## src/rtl/muxbus_pkg.sv

```systemverilog
// Shared types for the multiplexed bus sequencer: cycle kinds, the
// per-kind pin attributes and the sequencer state encoding.
package muxbus_pkg;

    typedef enum logic [2:0] {
        KIND_IDLE  = 3'd0,
        KIND_FETCH = 3'd1,
        KIND_MRD   = 3'd2,
        KIND_MWR   = 3'd3,
        KIND_IORD  = 3'd4,
        KIND_IOWR  = 3'd5,
        KIND_INTA  = 3'd6,
        KIND_RSVD  = 3'd7
    } bus_kind_e;

    typedef struct packed {
        logic       strobed;   // cycle uses rd_n or wr_n and honours ready
        logic       is_read;   // rd_n strobe, path released after T1
        logic       is_write;  // wr_n strobe, path driven with data
        logic       io;        // io_m level
        logic [1:0] status;    // {s1,s0}
    } kind_attr_t;

    typedef enum logic [1:0] {
        SEQ_IDLE = 2'd0,
        SEQ_ACT  = 2'd1,
        SEQ_WAIT = 2'd2
    } seq_state_e;

endpackage

```

## src/rtl/muxbus_kind_decode.sv

```systemverilog
// Maps a latched cycle kind to its pin attributes and T-state length.
// Assumes the kind is stable for the whole cycle; reserved codes act
// as a bus idle cycle.
module muxbus_kind_decode
    import muxbus_pkg::*;
#(
    parameter int CNT_W        = 4,
    parameter int FETCH_T      = 4,
    parameter int FETCH_LONG_T = 6,
    parameter int XFER_T       = 3,
    parameter int ACK_T        = 6,
    parameter int ACK_LONG_T   = 12,
    parameter int IDLE_T       = 2,
    parameter int IDLE_LONG_T  = 3
) (
    input  bus_kind_e          kind,
    input  logic               long_sel,
    output kind_attr_t         attr,
    output logic [CNT_W-1:0]   len
);

    // Attribute and length lookup per cycle kind.
    always_comb begin
        attr = '0;
        len  = CNT_W'(IDLE_T);
        case (kind)
            KIND_FETCH: begin
                attr = '{strobed: 1'b1, is_read: 1'b1, is_write: 1'b0, io: 1'b0, status: 2'b11};
                len  = long_sel ? CNT_W'(FETCH_LONG_T) : CNT_W'(FETCH_T);
            end
            KIND_MRD: begin
                attr = '{strobed: 1'b1, is_read: 1'b1, is_write: 1'b0, io: 1'b0, status: 2'b10};
                len  = CNT_W'(XFER_T);
            end
            KIND_MWR: begin
                attr = '{strobed: 1'b1, is_read: 1'b0, is_write: 1'b1, io: 1'b0, status: 2'b01};
                len  = CNT_W'(XFER_T);
            end
            KIND_IORD: begin
                attr = '{strobed: 1'b1, is_read: 1'b1, is_write: 1'b0, io: 1'b1, status: 2'b10};
                len  = CNT_W'(XFER_T);
            end
            KIND_IOWR: begin
                attr = '{strobed: 1'b1, is_read: 1'b0, is_write: 1'b1, io: 1'b1, status: 2'b01};
                len  = CNT_W'(XFER_T);
            end
            KIND_INTA: begin
                attr = '{strobed: 1'b1, is_read: 1'b1, is_write: 1'b0, io: 1'b1, status: 2'b11};
                len  = long_sel ? CNT_W'(ACK_LONG_T) : CNT_W'(ACK_T);
            end
            default: begin
                attr = '0;
                len  = long_sel ? CNT_W'(IDLE_LONG_T) : CNT_W'(IDLE_T);
            end
        endcase
    end

endmodule

```

## src/rtl/muxbus_tstate_fsm.sv

```systemverilog
// T-state sequencer. Counts T-states from 1 to the cycle length,
// parks in a wait state when ready is low at the end of T2 or of a
// wait state of a strobed cycle, and pulses done after the last
// T-state. Assumes len >= 3 for strobed kinds and len >= 2 otherwise.
module muxbus_tstate_fsm
    import muxbus_pkg::*;
#(
    parameter int CNT_W = 4
) (
    input  logic             clk,
    input  logic             rst_n,
    input  logic             start,
    input  logic [CNT_W-1:0] len,
    input  logic             strobed,
    input  logic             ready,
    output logic             busy,
    output logic             first_t,
    output logic             strobe_ph,
    output logic             cap_t,
    output logic             done
);

    localparam logic [CNT_W-1:0] T_ONE   = CNT_W'(1);
    localparam logic [CNT_W-1:0] T_TWO   = CNT_W'(2);
    localparam logic [CNT_W-1:0] T_THREE = CNT_W'(3);

    seq_state_e       state_q;
    logic [CNT_W-1:0] tnum_q;

    // State, T-state counter and done pulse.
    always_ff @(posedge clk) begin
        if (!rst_n) begin
            state_q <= SEQ_IDLE;
            tnum_q  <= '0;
            done    <= 1'b0;
        end else begin
            done <= 1'b0;
            case (state_q)
                SEQ_IDLE: begin
                    if (start) begin
                        state_q <= SEQ_ACT;
                        tnum_q  <= T_ONE;
                    end
                end
                SEQ_ACT: begin
                    if (tnum_q == T_TWO && strobed && !ready) begin
                        state_q <= SEQ_WAIT;
                    end else if (tnum_q == len) begin
                        state_q <= SEQ_IDLE;
                        tnum_q  <= '0;
                        done    <= 1'b1;
                    end else begin
                        tnum_q <= tnum_q + T_ONE;
                    end
                end
                SEQ_WAIT: begin
                    if (ready) begin
                        state_q <= SEQ_ACT;
                        tnum_q  <= T_THREE;
                    end
                end
                default: begin
                    state_q <= SEQ_IDLE;
                    tnum_q  <= '0;
                end
            endcase
        end
    end

    // Phase flags consumed by the pin driver and the read capture.
    always_comb begin
        busy      = (state_q != SEQ_IDLE);
        first_t   = (state_q == SEQ_ACT) && (tnum_q == T_ONE);
        strobe_ph = (state_q == SEQ_WAIT) ||
                    ((state_q == SEQ_ACT) && (tnum_q == T_TWO || tnum_q == T_THREE));
        cap_t     = (state_q == SEQ_ACT) && (tnum_q == T_THREE);
    end

endmodule

```

## src/rtl/muxbus_pin_drive.sv

```systemverilog
// Decodes the bus pins from the current phase and the latched request.
// Pins are decoded from registered state only, so no input reaches a
// pin in the same cycle.
module muxbus_pin_drive
    import muxbus_pkg::*;
#(
    parameter int ADDR_W = 16,
    parameter int DATA_W = 8
) (
    input  logic               busy,
    input  logic               first_t,
    input  logic               strobe_ph,
    input  kind_attr_t         attr,
    input  logic [ADDR_W-1:0]  addr,
    input  logic [DATA_W-1:0]  wdata,
    output logic [ADDR_W-DATA_W-1:0] addr_hi,
    output logic [DATA_W-1:0]  ad_out,
    output logic               ad_oe,
    output logic               ale,
    output logic               rd_n,
    output logic               wr_n,
    output logic               io_m,
    output logic               s1,
    output logic               s0
);

    logic addr_ph;
    logic wdata_ph;

    // Which of the two values owns the shared path this cycle.
    always_comb begin
        addr_ph  = first_t && attr.strobed;
        wdata_ph = strobe_ph && attr.is_write;
    end

    // Strobes, status and shared-path drive.
    always_comb begin
        addr_hi = addr[ADDR_W-1:DATA_W];
        ale     = addr_ph;
        ad_oe   = addr_ph || wdata_ph;
        ad_out  = addr_ph ? addr[DATA_W-1:0] : wdata;
        rd_n    = !(strobe_ph && attr.is_read);
        wr_n    = !wdata_ph;
        io_m    = busy && attr.io;
        s1      = busy && attr.status[1];
        s0      = busy && attr.status[0];
    end

endmodule

```

## src/rtl/muxbus_read_capture.sv

```systemverilog
// Holds the byte read from the shared path. Samples on the clock edge
// that ends T3 of a read cycle and keeps it until the next read.
module muxbus_read_capture #(
    parameter int DATA_W = 8
) (
    input  logic              clk,
    input  logic              rst_n,
    input  logic              cap_en,
    input  logic [DATA_W-1:0] ad_in,
    output logic [DATA_W-1:0] rdata
);

    // Capture register for read data.
    always_ff @(posedge clk) begin
        if (!rst_n) begin
            rdata <= '0;
        end else if (cap_en) begin
            rdata <= ad_in;
        end
    end

endmodule

```

## src/rtl/muxbus_cycle_seq.sv

```systemverilog
// Top of the multiplexed address/data bus sequencer. Latches one
// request while idle, decodes its kind, runs the T-state sequencer and
// drives the bus pins. Assumes the core waits for busy low before
// issuing, and that the pad ring builds the tristate from ad_out/ad_oe.
module muxbus_cycle_seq
    import muxbus_pkg::*;
#(
    parameter int ADDR_W       = 16,
    parameter int DATA_W       = 8,
    parameter int CNT_W        = 4,
    parameter int FETCH_T      = 4,
    parameter int FETCH_LONG_T = 6,
    parameter int XFER_T       = 3,
    parameter int ACK_T        = 6,
    parameter int ACK_LONG_T   = 12,
    parameter int IDLE_T       = 2,
    parameter int IDLE_LONG_T  = 3
) (
    input  logic                     clk,
    input  logic                     rst_n,
    input  logic                     req_valid,
    input  logic [2:0]               req_kind,
    input  logic                     req_long,
    input  logic [ADDR_W-1:0]        req_addr,
    input  logic [DATA_W-1:0]        req_wdata,
    input  logic                     ready,
    input  logic [DATA_W-1:0]        ad_in,
    output logic                     busy,
    output logic                     done,
    output logic [DATA_W-1:0]        rdata,
    output logic [ADDR_W-DATA_W-1:0] addr_hi,
    output logic [DATA_W-1:0]        ad_out,
    output logic                     ad_oe,
    output logic                     ale,
    output logic                     rd_n,
    output logic                     wr_n,
    output logic                     io_m,
    output logic                     s1,
    output logic                     s0
);

    logic [2:0]        kind_q;
    logic              long_q;
    logic [ADDR_W-1:0] addr_q;
    logic [DATA_W-1:0] wdata_q;
    logic              start;
    kind_attr_t        attr;
    logic [CNT_W-1:0]  len;
    logic              first_t;
    logic              strobe_ph;
    logic              cap_t;

    assign start = req_valid && !busy;

    // Request register, loaded only when a new cycle is accepted.
    always_ff @(posedge clk) begin
        if (!rst_n) begin
            kind_q  <= 3'd0;
            long_q  <= 1'b0;
            addr_q  <= '0;
            wdata_q <= '0;
        end else if (start) begin
            kind_q  <= req_kind;
            long_q  <= req_long;
            addr_q  <= req_addr;
            wdata_q <= req_wdata;
        end
    end

    muxbus_kind_decode #(
        .CNT_W(CNT_W), .FETCH_T(FETCH_T), .FETCH_LONG_T(FETCH_LONG_T),
        .XFER_T(XFER_T), .ACK_T(ACK_T), .ACK_LONG_T(ACK_LONG_T),
        .IDLE_T(IDLE_T), .IDLE_LONG_T(IDLE_LONG_T)
    ) i_decode (
        .kind     (bus_kind_e'(kind_q)),
        .long_sel (long_q),
        .attr     (attr),
        .len      (len)
    );

    muxbus_tstate_fsm #(.CNT_W(CNT_W)) i_fsm (
        .clk       (clk),
        .rst_n     (rst_n),
        .start     (start),
        .len       (len),
        .strobed   (attr.strobed),
        .ready     (ready),
        .busy      (busy),
        .first_t   (first_t),
        .strobe_ph (strobe_ph),
        .cap_t     (cap_t),
        .done      (done)
    );

    muxbus_pin_drive #(.ADDR_W(ADDR_W), .DATA_W(DATA_W)) i_pins (
        .busy      (busy),
        .first_t   (first_t),
        .strobe_ph (strobe_ph),
        .attr      (attr),
        .addr      (addr_q),
        .wdata     (wdata_q),
        .addr_hi   (addr_hi),
        .ad_out    (ad_out),
        .ad_oe     (ad_oe),
        .ale       (ale),
        .rd_n      (rd_n),
        .wr_n      (wr_n),
        .io_m      (io_m),
        .s1        (s1),
        .s0        (s0)
    );

    muxbus_read_capture #(.DATA_W(DATA_W)) i_capture (
        .clk    (clk),
        .rst_n  (rst_n),
        .cap_en (cap_t && attr.is_read),
        .ad_in  (ad_in),
        .rdata  (rdata)
    );

endmodule

```

## config.mk

```make
export PLATFORM = sky130hd
export DESIGN_NAME = muxbus_cycle_seq
export DESIGN_NICKNAME = d
export VERILOG_FILES = /design/src/rtl/muxbus_pkg.sv /design/src/rtl/muxbus_kind_decode.sv /design/src/rtl/muxbus_tstate_fsm.sv /design/src/rtl/muxbus_pin_drive.sv /design/src/rtl/muxbus_read_capture.sv /design/src/rtl/muxbus_cycle_seq.sv
export SDC_FILE = /design/constraint.sdc
export NUM_CORES = 1
export LEC_CHECK = 0
export BUFFER_PORTS_ARGS = -buffer_cell sky130_fd_sc_hd__buf_2
export CAP_MARGIN = 20
export CELL_PAD_IN_SITES_DETAIL_PLACEMENT = 2
export CELL_PAD_IN_SITES_GLOBAL_PLACEMENT = 2
export CORE_ASPECT_RATIO = 0.8
export CORE_MARGIN = 3
export CORE_UTILIZATION = 26
export DETAILED_ROUTE_END_ITERATION = 10
export PLACE_DENSITY_LB_ADDON = 0.2
export SLEW_MARGIN = 5
export SYNTH_ARGS = -nofsm -noshare
export SYNTH_HDL_FRONTEND = slang
export SYNTH_SLANG_ARGS = --single-unit
export TNS_END_PERCENT = 1
```

## constraint.sdc

```tcl
create_clock -name clk -period 2.55 [get_ports clk]
set_clock_uncertainty 0.2 [all_clocks]
set_input_delay 0.255 -clock clk [delete_from_list [all_inputs] [get_ports clk]]
set_output_delay 0.255 -clock clk [all_outputs]
set_load 0.01 [all_outputs]
```

==> out/qor.yml, run 1 <==
outcome:
  status: "finished, final reports clean"
critical_path:
  critPathMostFrequentCell: "nand2_1"
  end_kind: "primary output"
  cp_max_fo: 9
  cp_cell_sequence: "buf_4 -> nor3_1 -> a21oi_1 -> nand3_1 -> clkinvlp_4 -> nand2_1 -> nand2_1 -> buf_2"
  worst-setup-path-type: "flip-flop to primary output"
  arrival_ps: 1940
  critPathLaunchType: "flip-flop"
  slowest_stage: "dfxtp_1"
  slowest_delay_ps: 350
  crit_required_ps: 2100
global_route:
  grt_overflow: 0
  grt_max_degree: 29
  first_global_vias: 2392
  track_usage_pct: 16.43
  antenna_found_initial: 0
  grt_pass1_wl_microns: 11940
timing:
  fin_crit_sh_pct: 93.81
  max_freq_mhz: 418.0
  setup_violations: 0
  relSlewSlack_pct: 72.43
  tns_ps: 0
  worstMarginPinSlew_ps: 413.5
  grt_setup_unrepaired: "false"
  maxSlewViolCount: 0
  layout_min_cycle_time_ps: 2392
  hold_viol: 0
yosys:
  seq_area_frac_synth_pct: 42.29
  yosys_warnings: 0
  synthCells: 268
  synth_largest_area_cell: "dfxtp_1"
  yosysTopAreaCellShare_pct: 42.29
  syn_avg_cell_area_sq_um: 7.596
  synth_cell_type_count: 39
  synth_area_leaders: "dfxtp_1, nand2_1, a21oi_1"
  synth_edf_count: 0
  ys_async_sr_fraction_pct: 0
  synth.cell_area_sq_um: 2036
  syn-num-nets: 311
  synth-seq-cells: 43
  synth_ff_type: "dfxtp_1"
finish:
  finish.net_count: 406
  layout_common_cells: "nand2_1, buf_2, dfxtp_1"
  drive_gt1_share_pct: 25.82
  instances_no_fill: 469
  syn_to_final_growth_pct: 43.39
  num_antenna_cells: 0
  final_common_cell: "nand2_1"
clock_network:
  clock_sink_count: 43
  cts.clk_slew.worst_paths_ps: 80
  cts_tree: "done"
  clockBufferDepth: 2
  cts_root_buffer: "clkbuf_8"
  htreeDepth: 2
  numCtsBuffers: 5
  insertion_delay_ps: 300
routing:
  via_per_inst: 4.665
  ant_nets: 0
  dr.pass1.iters: 4
  vias: 2188
  routed_wl_microns: 7092
  drt-wirelength-per-cell_microns: 15.12
  drt_iter0_markers: 39
  route.detailed.drc: 0
pwr:
  peakVddDrop_v: 0.0001872
  power_frac_clock_pct: 38.4
  combPwrFrac_pct: 16.8
  p_sw_w: 0.0004167
  swShare_pct: 25.37
  p_int_w: 0.001225
  p_seq_share_pct: 44.8
  power_density_nw_per_um2: 562.5
  p_leak_nw: 1.367
worst_hold_path:
  hp-class: "primary input to flip-flop"
placed_design:
  dp.final_hpwl_microns: 4890
  dp_cells: 431
  finalWeightedCongestion: 0.7817
  port_buffers: 72
floorplanning:
  core-area_sq_um: 7497
  dieHeight_microns: 85.15
  io_pins: 73
  dieWidth_microns: 104.9
  dieArea_sq_um: 8934
  rows: 28
  initial_core_util_pct: 27.15
run:
  maxCapViolCount: 0
## sequential cells by signal, summed over array words and instances (netlist names)
signal	cells
addr_q	16
i_capture.rdata	8
i_fsm.done	1
i_fsm.state_q	2
i_fsm.tnum_q	4
kind_q	3
long_q	1
wdata_q	8
## cell type report
| class | instances | area [sq um] |
|---|---|---|
| clock buffers | 6 | 72.57 |
| clock inverters | 2 | 60.06 |
| fillers | 921 | 4578 |
| inverters | 6 | 26.28 |
| multi-input cells | 196 | 1039 |
| flip-flops and latches | 43 | 862.1 |
| well taps | 105 | 131.4 |
| repair buffers | 111 | 728.2 |
## worst max-delay path, delay by kind of cell (launching register included)
| kind | cells | cell delay (ps) |
|---|---|---|
| AO/OA/AOI/OAI | 1 | 100 |
| buffers and inverters | 3 | 530 |
| flip-flops | 1 | 350 |
| AND/OR/NAND/NOR | 4 | 660 |
## stage by stage
stage / util [%] / total power, W / setup WS, ps / hold slack, ps / cell area [sq um]
after floorplan: - / 0.0008931 / 483.6 / 191.0 / 2036
after global placement: 32.99 / 0.0009843 / 240.8 / 240.6 / 2474
after detailed placement: 32.99 / 0.0009907 / 209.8 / 254.2 / 2474
after CTS: 38.85 / 0.001671 / 40.91 / 0.5407 / 2913
after global routing: 38.94 / 0.001741 / 4.398 / 5.768 / 2919
final: 38.94 / 0.001642 / 157.9 / 10.06 / 2919
## metal layers
layer  wire length (microns)  part of all wire (%)  track usage [%]  vias up
met5                       0                     0                0        -
met4                      74                   1.0            4.768        0
met3                     294                   4.1            3.726        7
met2                    3520                    50            29.00       51
met1                    3203                    45            20.11     1058
li1                        -                     -                -     1072
## synth_stat cells (3+ instances only)
cell type	instances
a211oi_1	3
a21oi_1	31
buf_2	4
buf_4	8
clkbuf_1	10
dfxtp_1	43
ha_1	3
inv_1	4
mux2i_1	9
nand2_1	87
nand2b_1	6
nand3_1	5
nand4_1	3
nor2_1	15
o21ai_0	3
## what timing repair did
item                                   in CTS  in global routing
resized for setup                           2                  3
hold buffers                               30                  0
endpoints found under the hold margin      30                  0
setup endpoints to repair                   8                  8
setup buffers                               0                  0
## logic make-up (layout without fill, tap and decap cells)
kind of cell,Yosys count,in the layout,synth area share [%]
multiplexers,10,10,4.979
buffers and inverters,29,125,7.068
AND/OR/NAND/NOR,129,129,27.04
adder cells (fa/ha/maj),3,3,1.844
XOR/XNOR,4,4,1.721
AO/OA/AOI/OAI,50,50,15.06
flip-flops,43,43,42.29
## power by group through the flow
stage | Sequential [W] | Clock, W | Combinational [W]
after floorplan | 0.000739 | 0 | 0.000154
after global placement | 0.000748 | 0 | 0.000236
after detailed placement | 0.000750 | 0 | 0.000240
after CTS | 0.000736 | 0.000657 | 0.000279
after global routing | 0.000741 | 0.000688 | 0.000312
final | 0.000735 | 0.000631 | 0.000276
## final timing paths
path / startpoint / end / slack (ps) / cells after the start
hold reg to reg: addr_q[14] / addr_q[14] / 260 / 2
hold / removal: req_wdata[7] / wdata_q[7] / 10 / 3
setup reg to reg: i_fsm.tnum_q[0] / i_fsm.tnum_q[0] / 190 / 7
setup / recovery: kind_q[0] / ad_out[0] / 160 / 8
Note: power is estimated with default switching activity, not from simulation.
==> inputs of run 2 (changes only) <==
--- a/config.mk
+++ b/config.mk
@@ -11,7 +11,8 @@
 export CELL_PAD_IN_SITES_GLOBAL_PLACEMENT = 2
 export CORE_ASPECT_RATIO = 0.8
 export CORE_MARGIN = 3
-export CORE_UTILIZATION = 26
+export CORE_UTILIZATION = 28
+export CTS_BUF_LIST = sky130_fd_sc_hd__clkbuf_2
 export DETAILED_ROUTE_END_ITERATION = 10
 export PLACE_DENSITY_LB_ADDON = 0.2
 export SLEW_MARGIN = 5
==> run 2 against run 1 <==
  * Combinational power grew 7.6%
  * Critical path type is now flip-flop to flip-flop
  * Sequential power about the same
  * Critical path depth shrank 1
  * Largest cell class unchanged
  * Clock power shrank 33%
  * Global-route usage rose by 1.6 points
  * Register-to-register slack got worse by 70 ps
  * Cell count fell by 1.5%
  * Highest routed layer unchanged
==> out/qor.yml, run 2 (synthesis results as in run 1) <==
outcome:
  status: "finished, final reports clean"
floorplanning:
  io_pins: 73
  dieHeight_microns: 82.27
  dieWidth_microns: 101.3
  initial_core_util_pct: 29.25
  dieArea_sq_um: 8336
  core-area_sq_um: 6959
  rows: 27
finish:
  final_common_cell: "nand2_1"
  reg_top3: "addr_q: 16 flops, i_capture.rdata: 8 flops, wdata_q: 8 flops"
  drive_gt1_share_pct: 26.93
  regMostFlops: "addr_q"
  layout_common_cells: "nand2_1, buf_2, dlygate4sd3_1"
  largest_register_ffs: 16
  finalCoreUtilization_pct: 42.66
  n_fill_cell: 822
  num_antenna_cells: 0
  instances_no_fill: 462
  finish.net_count: 417
  syn_to_final_growth_pct: 45.85
clock_network:
  numCtsBuffers: 5
  htreeDepth: 2
  clockBufferDepth: 2
  cts.clk_slew.worst_paths_ps: 260
  clock_sink_count: 43
  insertion_delay_ps: 410
  cts_root_buffer: "clkbuf_2"
  cts_tree: "done"
critical_path:
  end_kind: "flip-flop"
  critPathLaunchType: "flip-flop"
  slowest_stage: "or4b_1"
  slowest_delay_ps: 440
  arrival_ps: 2560
  worst-setup-path-type: "flip-flop to flip-flop"
  cp_max_fo: 6
  cp_cell_sequence: "inv_1 -> ha_1 -> or4b_1 -> a211o_1 -> o22a_1 -> o311a_1 -> a211oi_1"
  crit_required_ps: 2680
pwr:
  p_leak_nw: 1.403
  power_density_nw_per_um2: 491.8
  peakVddDrop_v: 0.0001801
routing:
  drt-wirelength-per-cell_microns: 15.61
  route.detailed.drc: 0
  ant_nets: 0
  vias: 2233
  routed_wl_microns: 7213
  dr.pass1.iters: 4
  drt_iter0_markers: 69
  via_per_inst: 4.833
global_route:
  grt_max_degree: 29
  track_usage_pct: 18.04
  first_global_vias: 2378
  antenna_found_initial: 0
  grt_overflow: 0
  grt_pass1_wl_microns: 11860
worst_hold_path:
  hp-class: "primary input to flip-flop"
placed_design:
  finalWeightedCongestion: 0.8508
  place_ws_ps: 139.3
  port_buffers: 72
  dp_cells: 413
  dp.final_hpwl_microns: 4752
timing:
  grt_setup_unrepaired: "false"
  fin_crit_sh_pct: 95.42
  layout_min_cycle_time_ps: 2433
  fin_ws_ps: 116.7
  setup_violations: 0
  hold_viol: 0
  relSlewSlack_pct: 67.42
  tns_ps: 0
  worstMarginPinSlew_ps: 488.7
  maxSlewViolCount: 0
  max_freq_mhz: 411.0
run:
  maxCapViolCount: 0
-- run 2: power by group --
group | internal, W | switching, W
logic | 0.000143 | 0.000154
clock network | 0.000169 | 0.000256
registers | 0.000708 | 0.0000301
total | 0.00102 | 0.000440
-- run 2: layout make-up --
class	instances	area [sq um]	share of cell area, %
tap	87	108.9	3.666
multi-input combinational	196	1057	35.61
clock inverter	3	46.29	1.559
sequential	43	869.6	29.29
timing repair buffer	122	838.3	28.23
clock buffer	5	25.02	0.8428
inverter	6	23.77	0.8007
-- run 2: final timing paths --
check                        from          endpoint  slack (ps)  depth (start not counted)
hold / removal          req_valid  i_fsm.state_q[0]         130                          4
setup / recovery  i_fsm.tnum_q[0]   i_fsm.tnum_q[1]         120                          7
hold reg to reg        addr_q[12]        addr_q[12]         270                          2
setup reg to reg  i_fsm.tnum_q[0]   i_fsm.tnum_q[1]         120                          7
-- run 2: worst max-delay path: cells and delay by family, from the launching register on --
family	cells	cell delay (ps)
compound gates	4	1000
simple gates	1	440
flops	1	420
buf+inv	1	120
fa+ha+maj	1	170
-- run 2: layer usage --
layer	wire, microns	track usage [%]
met3	271	3.359
met5	0	0
met4	14	3.851
met2	3751	33.49
met1	3176	21.76
-- run 2: per-stage QoR --
step                instance area, sq um  hold slack, ps  total power (W)
floorplan                           2036           191.0        0.0008931
global placement                    2451           241.7        0.0009839
detailed placement                  2451           250.6        0.0009914
CTS                                 2942           126.1         0.001475
global route                        2969           133.0         0.001554
finish                              2969           132.0         0.001460
-- run 2: timing repair --
| action | 4_1_cts | 5_1_grt |
|---|---|---|
| setup endpoints to repair | 10 | 10 |
| cloned | 0 | 0 |
| gates resized for setup | 4 | 10 |
| pin swaps | 0 | 0 |
| hold endpoints to repair | 39 | 0 |
| buffers inserted | 0 | 0 |
| hold buffers | 41 | 0 |
